### config.mk
export PLATFORM = sky130hd
export DESIGN_NAME = spi_pin_ctrl
export DESIGN_NICKNAME = d
export VERILOG_FILES = /design/src/rtl/spi_pin_pkg.sv /design/src/rtl/spi_ctrl_reg.sv /design/src/rtl/spi_ss_ctrl.sv /design/src/rtl/spi_data_route.sv /design/src/rtl/spi_pin_drv.sv /design/src/rtl/spi_pin_ctrl.sv
export SDC_FILE = /design/constraint.sdc
export NUM_CORES = 1
export LEC_CHECK = 0
export ABC_CLOCK_PERIOD_IN_PS = 1200
export BUFFER_PORTS_ARGS = -buffer_cell sky130_fd_sc_hd__buf_4
export CORE_UTILIZATION = 38
export CTS_BUF_LIST = sky130_fd_sc_hd__clkbuf_4
export DETAILED_ROUTE_END_ITERATION = 10
export PLACE_DENSITY_LB_ADDON = 0.2
export SLEW_MARGIN = 15
export SYNTH_ARGS = -nofsm -noshare
export SYNTH_HDL_FRONTEND = slang
export SYNTH_SLANG_ARGS = --single-unit
### constraint.sdc
create_clock -name clk_i -period 1.2 [get_ports clk_i]
set_clock_uncertainty 0.2 [all_clocks]
set_input_delay 0.06 -clock clk_i [delete_from_list [all_inputs] [get_ports clk_i]]
set_output_delay 0.06 -clock clk_i [all_outputs]
set_load 0.02 [all_outputs]
### src/rtl/spi_pin_pkg.sv
package spi_pin_pkg;

  localparam int PIN_CNT  = 4;
  localparam int PIN_MISO = 0;
  localparam int PIN_MOSI = 1;
  localparam int PIN_SCK  = 2;
  localparam int PIN_SS   = 3;

  typedef struct packed {
    logic irq_en;
    logic spe;
    logic wom;
    logic mstr;
    logic cpol;
    logic cpha;
    logic ssoe;
    logic lsbf;
  } ctrl_t;

  localparam int CTRL_W = $bits(ctrl_t);

  typedef enum logic [1:0] {
    SS_IN_FAULT = 2'b00,
    SS_IN       = 2'b01,
    SS_GPIO     = 2'b10,
    SS_AUTO     = 2'b11
  } ss_role_e;

  typedef enum logic [1:0] {
    FN_GPIO    = 2'b00,
    FN_SPI_OUT = 2'b01,
    FN_SPI_IN  = 2'b10
  } pin_fn_e;

endpackage

### src/rtl/spi_ctrl_reg.sv
module spi_ctrl_reg
  import spi_pin_pkg::*;
#(
  parameter logic [CTRL_W-1:0] RST_VAL = 8'h04
) (
  input  logic              clk_i,
  input  logic              rst_ni,
  input  logic              we_i,
  input  logic [CTRL_W-1:0] wdata_i,
  input  logic              fault_set_i,
  input  logic              modf_clr_i,
  output ctrl_t             ctrl_o,
  output logic              modf_o
);

  ctrl_t ctrl_q, ctrl_d;
  logic  modf_q;

  always_comb begin
    ctrl_d = ctrl_q;
    if (we_i) ctrl_d = ctrl_t'(wdata_i);
    // fault overrides a concurrent write on the master bit
    if (fault_set_i) ctrl_d.mstr = 1'b0;
  end

  always_ff @(posedge clk_i or negedge rst_ni) begin
    if (!rst_ni) begin
      ctrl_q <= ctrl_t'(RST_VAL);
      modf_q <= 1'b0;
    end else begin
      ctrl_q <= ctrl_d;
      if (fault_set_i)     modf_q <= 1'b1;
      else if (modf_clr_i) modf_q <= 1'b0;
    end
  end

  assign ctrl_o = ctrl_q;
  assign modf_o = modf_q;

endmodule

### src/rtl/spi_ss_ctrl.sv
module spi_ss_ctrl
  import spi_pin_pkg::*;
(
  input  logic     clk_i,
  input  logic     rst_ni,
  input  logic     spe_i,
  input  logic     mstr_i,
  input  logic     ssoe_i,
  input  logic     ss_dir_i,
  input  logic     ss_pin_i,
  input  logic     busy_i,
  output ss_role_e role_o,
  output logic     ss_auto_o,
  output logic     fault_set_o,
  output logic     ss_sel_o
);

  logic busy_q;

  always_ff @(posedge clk_i or negedge rst_ni) begin
    if (!rst_ni) busy_q <= 1'b0;
    else         busy_q <= busy_i;
  end

  always_comb begin
    if (!mstr_i) role_o = SS_IN;
    else begin
      unique case ({ss_dir_i, ssoe_i})
        2'b00:   role_o = SS_IN_FAULT;
        2'b01:   role_o = SS_IN;
        2'b10:   role_o = SS_GPIO;
        default: role_o = SS_AUTO;
      endcase
    end
  end

  // low from the first busy cycle, high one cycle after busy drops
  assign ss_auto_o   = ~(busy_i | busy_q);
  assign fault_set_o = spe_i & mstr_i & (role_o == SS_IN_FAULT) & ~ss_pin_i;
  assign ss_sel_o    = spe_i & ~mstr_i & ~ss_pin_i;

endmodule

### src/rtl/spi_data_route.sv
module spi_data_route
  import spi_pin_pkg::*;
(
  input  logic                    spe_i,
  input  logic                    mstr_i,
  input  logic                    bidir_i,
  input  logic [PIN_CNT-1:0]      ddr_i,
  input  logic                    sdo_i,
  input  logic                    sck_gen_i,
  input  logic [PIN_CNT-1:0]      pin_in_i,
  input  ss_role_e                ss_role_i,
  input  logic                    ss_auto_i,
  output logic [PIN_CNT-1:0][1:0] fn_o,
  output logic [PIN_CNT-1:0]      val_o,
  output logic [PIN_CNT-1:0]      en_o,
  output logic                    sdi_o,
  output logic                    sck_in_o
);

  always_comb begin
    for (int k = 0; k < PIN_CNT; k++) begin
      fn_o[k]  = FN_GPIO;
      val_o[k] = 1'b0;
      en_o[k]  = 1'b0;
    end
    sdi_o    = 1'b0;
    sck_in_o = 1'b0;

    if (spe_i) begin
      if (mstr_i) begin
        fn_o[PIN_MOSI]  = FN_SPI_OUT;
        val_o[PIN_MOSI] = sdo_i;
        en_o[PIN_MOSI]  = ddr_i[PIN_MOSI];
        fn_o[PIN_SCK]   = FN_SPI_OUT;
        val_o[PIN_SCK]  = sck_gen_i;
        en_o[PIN_SCK]   = ddr_i[PIN_SCK];
        if (bidir_i) begin
          fn_o[PIN_MISO] = FN_GPIO;
          sdi_o          = pin_in_i[PIN_MOSI];
        end else begin
          fn_o[PIN_MISO] = FN_SPI_IN;
          sdi_o          = pin_in_i[PIN_MISO];
        end
      end else begin
        fn_o[PIN_MISO]  = FN_SPI_OUT;
        val_o[PIN_MISO] = sdo_i;
        en_o[PIN_MISO]  = ddr_i[PIN_MISO];
        fn_o[PIN_SCK]   = FN_SPI_IN;
        sck_in_o        = pin_in_i[PIN_SCK];
        if (bidir_i) begin
          fn_o[PIN_MOSI] = FN_GPIO;
          sdi_o          = pin_in_i[PIN_MISO];
        end else begin
          fn_o[PIN_MOSI] = FN_SPI_IN;
          sdi_o          = pin_in_i[PIN_MOSI];
        end
      end

      unique case (ss_role_i)
        SS_GPIO: fn_o[PIN_SS] = FN_GPIO;
        SS_AUTO: begin
          fn_o[PIN_SS]  = FN_SPI_OUT;
          val_o[PIN_SS] = ss_auto_i;
          en_o[PIN_SS]  = 1'b1;
        end
        default: fn_o[PIN_SS] = FN_SPI_IN;
      endcase
    end
  end

endmodule

### src/rtl/spi_pin_drv.sv
module spi_pin_drv
  import spi_pin_pkg::*;
(
  input  logic [1:0] fn_i,
  input  logic       val_i,
  input  logic       en_i,
  input  logic       gpio_val_i,
  input  logic       gpio_dir_i,
  input  logic       wom_i,
  input  logic       modf_i,
  output logic       out_o,
  output logic       oe_o
);

  always_comb begin
    out_o = 1'b0;
    oe_o  = 1'b0;
    if (fn_i == FN_GPIO) begin
      out_o = gpio_val_i;
      oe_o  = gpio_dir_i;
    end else if (fn_i == FN_SPI_OUT) begin
      // open-drain: pull low only, release for high
      out_o = wom_i ? 1'b0 : val_i;
      oe_o  = en_i & ~modf_i & (~wom_i | ~val_i);
    end
  end

endmodule

### src/rtl/spi_pin_ctrl.sv
module spi_pin_ctrl
  import spi_pin_pkg::*;
#(
  parameter logic [CTRL_W-1:0] CTRL_RST = 8'h04
) (
  input  logic               clk_i,
  input  logic               rst_ni,
  input  logic               ctrl_we_i,
  input  logic [CTRL_W-1:0]  ctrl_wdata_i,
  output logic [CTRL_W-1:0]  ctrl_o,
  input  logic               bidir_i,
  input  logic [PIN_CNT-1:0] ddr_i,
  input  logic [PIN_CNT-1:0] gpio_out_i,
  input  logic               busy_i,
  input  logic               sdo_i,
  input  logic               sck_gen_i,
  output logic               sdi_o,
  output logic               sck_in_o,
  input  logic [PIN_CNT-1:0] pin_in_i,
  output logic [PIN_CNT-1:0] pin_out_o,
  output logic [PIN_CNT-1:0] pin_oe_o,
  output logic               ss_sel_o,
  output logic               modf_o,
  input  logic               modf_clr_i
);

  ctrl_t                    ctrl;
  logic                     modf;
  logic                     fault_set;
  ss_role_e                 ss_role;
  logic                     ss_auto;
  logic [PIN_CNT-1:0][1:0]  fn;
  logic [PIN_CNT-1:0]       val;
  logic [PIN_CNT-1:0]       en;

  spi_ctrl_reg #(.RST_VAL(CTRL_RST)) u_reg (
    .clk_i       (clk_i),
    .rst_ni      (rst_ni),
    .we_i        (ctrl_we_i),
    .wdata_i     (ctrl_wdata_i),
    .fault_set_i (fault_set),
    .modf_clr_i  (modf_clr_i),
    .ctrl_o      (ctrl),
    .modf_o      (modf)
  );

  spi_ss_ctrl u_ss (
    .clk_i       (clk_i),
    .rst_ni      (rst_ni),
    .spe_i       (ctrl.spe),
    .mstr_i      (ctrl.mstr),
    .ssoe_i      (ctrl.ssoe),
    .ss_dir_i    (ddr_i[PIN_SS]),
    .ss_pin_i    (pin_in_i[PIN_SS]),
    .busy_i      (busy_i),
    .role_o      (ss_role),
    .ss_auto_o   (ss_auto),
    .fault_set_o (fault_set),
    .ss_sel_o    (ss_sel_o)
  );

  spi_data_route u_route (
    .spe_i     (ctrl.spe),
    .mstr_i    (ctrl.mstr),
    .bidir_i   (bidir_i),
    .ddr_i     (ddr_i),
    .sdo_i     (sdo_i),
    .sck_gen_i (sck_gen_i),
    .pin_in_i  (pin_in_i),
    .ss_role_i (ss_role),
    .ss_auto_i (ss_auto),
    .fn_o      (fn),
    .val_o     (val),
    .en_o      (en),
    .sdi_o     (sdi_o),
    .sck_in_o  (sck_in_o)
  );

  for (genvar k = 0; k < PIN_CNT; k++) begin : g_pin
    spi_pin_drv u_drv (
      .fn_i       (fn[k]),
      .val_i      (val[k]),
      .en_i       (en[k]),
      .gpio_val_i (gpio_out_i[k]),
      .gpio_dir_i (ddr_i[k]),
      .wom_i      (ctrl.wom),
      .modf_i     (modf),
      .out_o      (pin_out_o[k]),
      .oe_o       (pin_oe_o[k])
    );
  end

  assign ctrl_o = ctrl;
  assign modf_o = modf;

endmodule

==> flow_summary.toml <==
[critical_path]
worst-path-buf-inv = 2
cp_slowest_stage_delay_ns = 0.46
critical_path_peak_fanout = 5
critical-path-top-delay-family = "flip-flops"
data_arrival_at_the_endpoint_of_the_critical_path_ns = 1.34
cp_cell_sequence = "buf_6, nand3b_4, nand2_1, a32o_1, buf_6"
cpMostUsedCell = "sky130_fd_sc_hd__buf_6"
worstSetupEndpointType = "primary output"
required_ns = 0.94
worst_setup_path_start_kind = "flop"
crit_type = "flop to primary output"
cp_slowest_cell = "sky130_fd_sc_hd__dfrtp_2"

[cts]
cts_root_buf = "sky130_fd_sc_hd__clkbuf_4"
h_tree_depth = 1
cts.path.max_buffers = 2
clk_pin_slew_ns = 0.07
cts_tree = "built"
clock_sinks = 10
numCtsBuffers = 3
cts.hold.buffers_added = 14
worst_skew_pair.late_latency_ns = 0.25

[timing]
finalWorstSetupSlack_ns = -0.403
rsz_0062_raised_after_global_routing = "yes"
setup_viol = 14
final.hold.worst_slack_ns = -0.0819
final_period_minus_worst_setup_slack_ns = 1.60
achievable-frequency_mhz = 624
final-max-slew-violation-count = 0
final_min_period_over_clock_period = 1.34
slew_headroom = 0.824
final_hold_fails = 2
worstMarginPinSlew_ns = 0.262

[routing]
postRouteWirelength_mm = 2.00
detailedRoute.firstIterationViolations = 1
avgRoutedWirePerCell_um = 12.2
drcViolationCount = 0
routed_via_density = 4.71
vias = 772
detail_route.first_pass.iterations = 2
route.antenna.remaining_nets = 0

[floorplanning]
design.core.area_sq_um = 1750
die-area_sq_um = 2060
row_count = 15
initial_core_util = 0.409
pin_count = 48
die_width_um = 45.4
overall_die_height_um = 45.4

[synthesis]
post_synth_num_cell_types = 29
syn_area_cell_sq_um = 9.53
ys_top_cells_by_area = "sky130_fd_sc_hd__dfrtp_1, sky130_fd_sc_hd__buf_4, sky130_fd_sc_hd__mux2_2"
number_of_warnings_printed_during_yosys_synthesis = 0
syn-num-nets = 103
ys.flop_type = "sky130_fd_sc_hd__dfrtp_1"
synth_most_common_cell = "sky130_fd_sc_hd__buf_4"
synth_edf_count = 0
synth.yosys.seq_area_share = 0.352
syn-instance-count = 75
synth-async-reset-ratio = 1.00
synth_top_cell_area_share = 0.315
netlist.top_cell.by_area = "sky130_fd_sc_hd__dfrtp_1"
synth.top_cells.by_count = "sky130_fd_sc_hd__buf_4, sky130_fd_sc_hd__dfrtp_1, sky130_fd_sc_hd__inv_1"
synth-seq-cells = 10
synthesis.area_sq_um = 714

[power_and_ir_drop]
post-layout-total-power_mw = 1.33
power_leakage_nw = 0.731
worst_ir_drop_vdd_mv = 0.890
p_per_area_nw_per_um2 = 901

[global_route]
grt_pass1_wl_mm = 3.09
grt_antenna_before_repair = 0
grt-busiest-layer = "met2"
globalRouteMet3Util = 0.0200
grt_util_all_layers = 0.209
gr-usage-met2 = 0.429
vias_in_the_first_global_route = 780
globalRouteOverflowTotal = 0
grt_start_max_net_pins = 11
grt.met1_usage = 0.209

[job]
drv_cap = 0

[placement]
placed_cell_area_sq_um = 1080
dpl_worst_slack_ns = -0.128
dp.final_hpwl_mm = 1.28
place.port_buffers = 47
routabilityCongestion = 0.673

[hold_path]
holdCritPathClass = "input pin to flop"

[status]
status = "finished, violations left"
failed_checks = "negative hold slack, negative setup slack"

[layout]
diodes = 0
design.final.nets = 168
area_added_between_synthesis_and_finish_pct = 106
final_core_utilization = 0.844
final_area_sq_um = 1470
drive_above_1_share = 0.691
==> layout by cell type, fill, tap and decap left out, drive strengths merged <==
cell type / instances
a21o: 1
o32ai: 1
a31oi: 1
buf: 61
a32o: 1
a21boi: 3
clkbuf: 3
o2bb2ai: 1
dlygate4sd3: 14
inv: 8
nand3b: 1
nand2b: 4
o22ai: 1
dfstp: 1
nor4: 1
xnor2: 1
clkinv: 1
nor3b: 1
a41o: 1
nand3: 2
mux2: 7
a21oi: 1
nor2: 4
mux2i: 1
o21ai: 2
dfrtp: 9
nand2: 7
==> routing by layer <==
layer | wire length, um | part of all wire | vias up
met5 | 0 | 0 | -
met4 | 10 | 0.0050 | 0
met3 | 96 | 0.048 | 2
met2 | 1210 | 0.60 | 30
met1 | 686 | 0.34 | 373
li1 | - | - | 367
==> state kept, by name, indices dropped and copies added, names as in the netlist <==
signal	count
u_reg.modf_o	1
u_ss.busy_q	1
u_reg.ctrl_o	8
==> final timing paths <==
check / startpoint / endpoint / slack (ns) / cells past startpoint
setup / recovery: u_reg.ctrl_o[4] / pin_out_o[3] / -0.40 / 5
hold / removal: ddr_i[3] / u_reg.ctrl_o[4] / -0.08 / 3
setup reg to reg: u_reg.ctrl_o[6] / u_reg.ctrl_o[6] / -0.05 / 3
hold reg to reg: u_reg.ctrl_o[3] / u_reg.ctrl_o[3] / 0.31 / 1
max in group asynchronous: rst_ni / u_reg.ctrl_o[2] / 0.08 / 3
min in group asynchronous: rst_ni / u_ss.busy_q / 0.50 / 3
==> area by class of cell <==
class	count	area (sq um)
multi-input combinational	42	449
sequential	10	256
clock buffer	3	22.5
clock inverter	1	3.75
inverter	8	30.0
timing repair buffer	75	681
tap	25	31.3
fill	113	272
==> where the power goes <==
group	internal [mW]	switching [mW]	total, mW
clock	0.120	0.108	0.227
sequential	0.373	0.0428	0.416
combinational	0.398	0.286	0.684
==> metrics by stage <==
stage / TNS (ns) / std cells
after global placement: -0.589 / 143
after detailed placement: -0.671 / 143
after floorplan: -0.303 / 75
after global routing: -4.72 / 164
after CTS: -3.73 / 162
final: -3.88 / 164
==> kinds of logic after synthesis <==
logic type,count (synthesis),synth area share
xor+xnor,1,0.0228
mux,8,0.124
buf+inv,23,0.201
flops,10,0.352
compound gates,13,0.138
simple gates,20,0.161
==> what timing repair did <==
action | CTS | global route
setup buffers | 2 | 3
pin swaps | 12 | 1
hold endpoints to repair | 20 | 2
gates resized for setup | 30 | 17
setup endpoints to repair | 15 | 19
gates cloned | 0 | 0
==> worst register-to-register path, stage by stage, from the launching register on <==
cell                      delay [ns]
sky130_fd_sc_hd__dfrtp_2        0.45
sky130_fd_sc_hd__buf_6          0.13
sky130_fd_sc_hd__buf_6          0.11
sky130_fd_sc_hd__mux2_4         0.26
(Power assumes the default switching activity.)
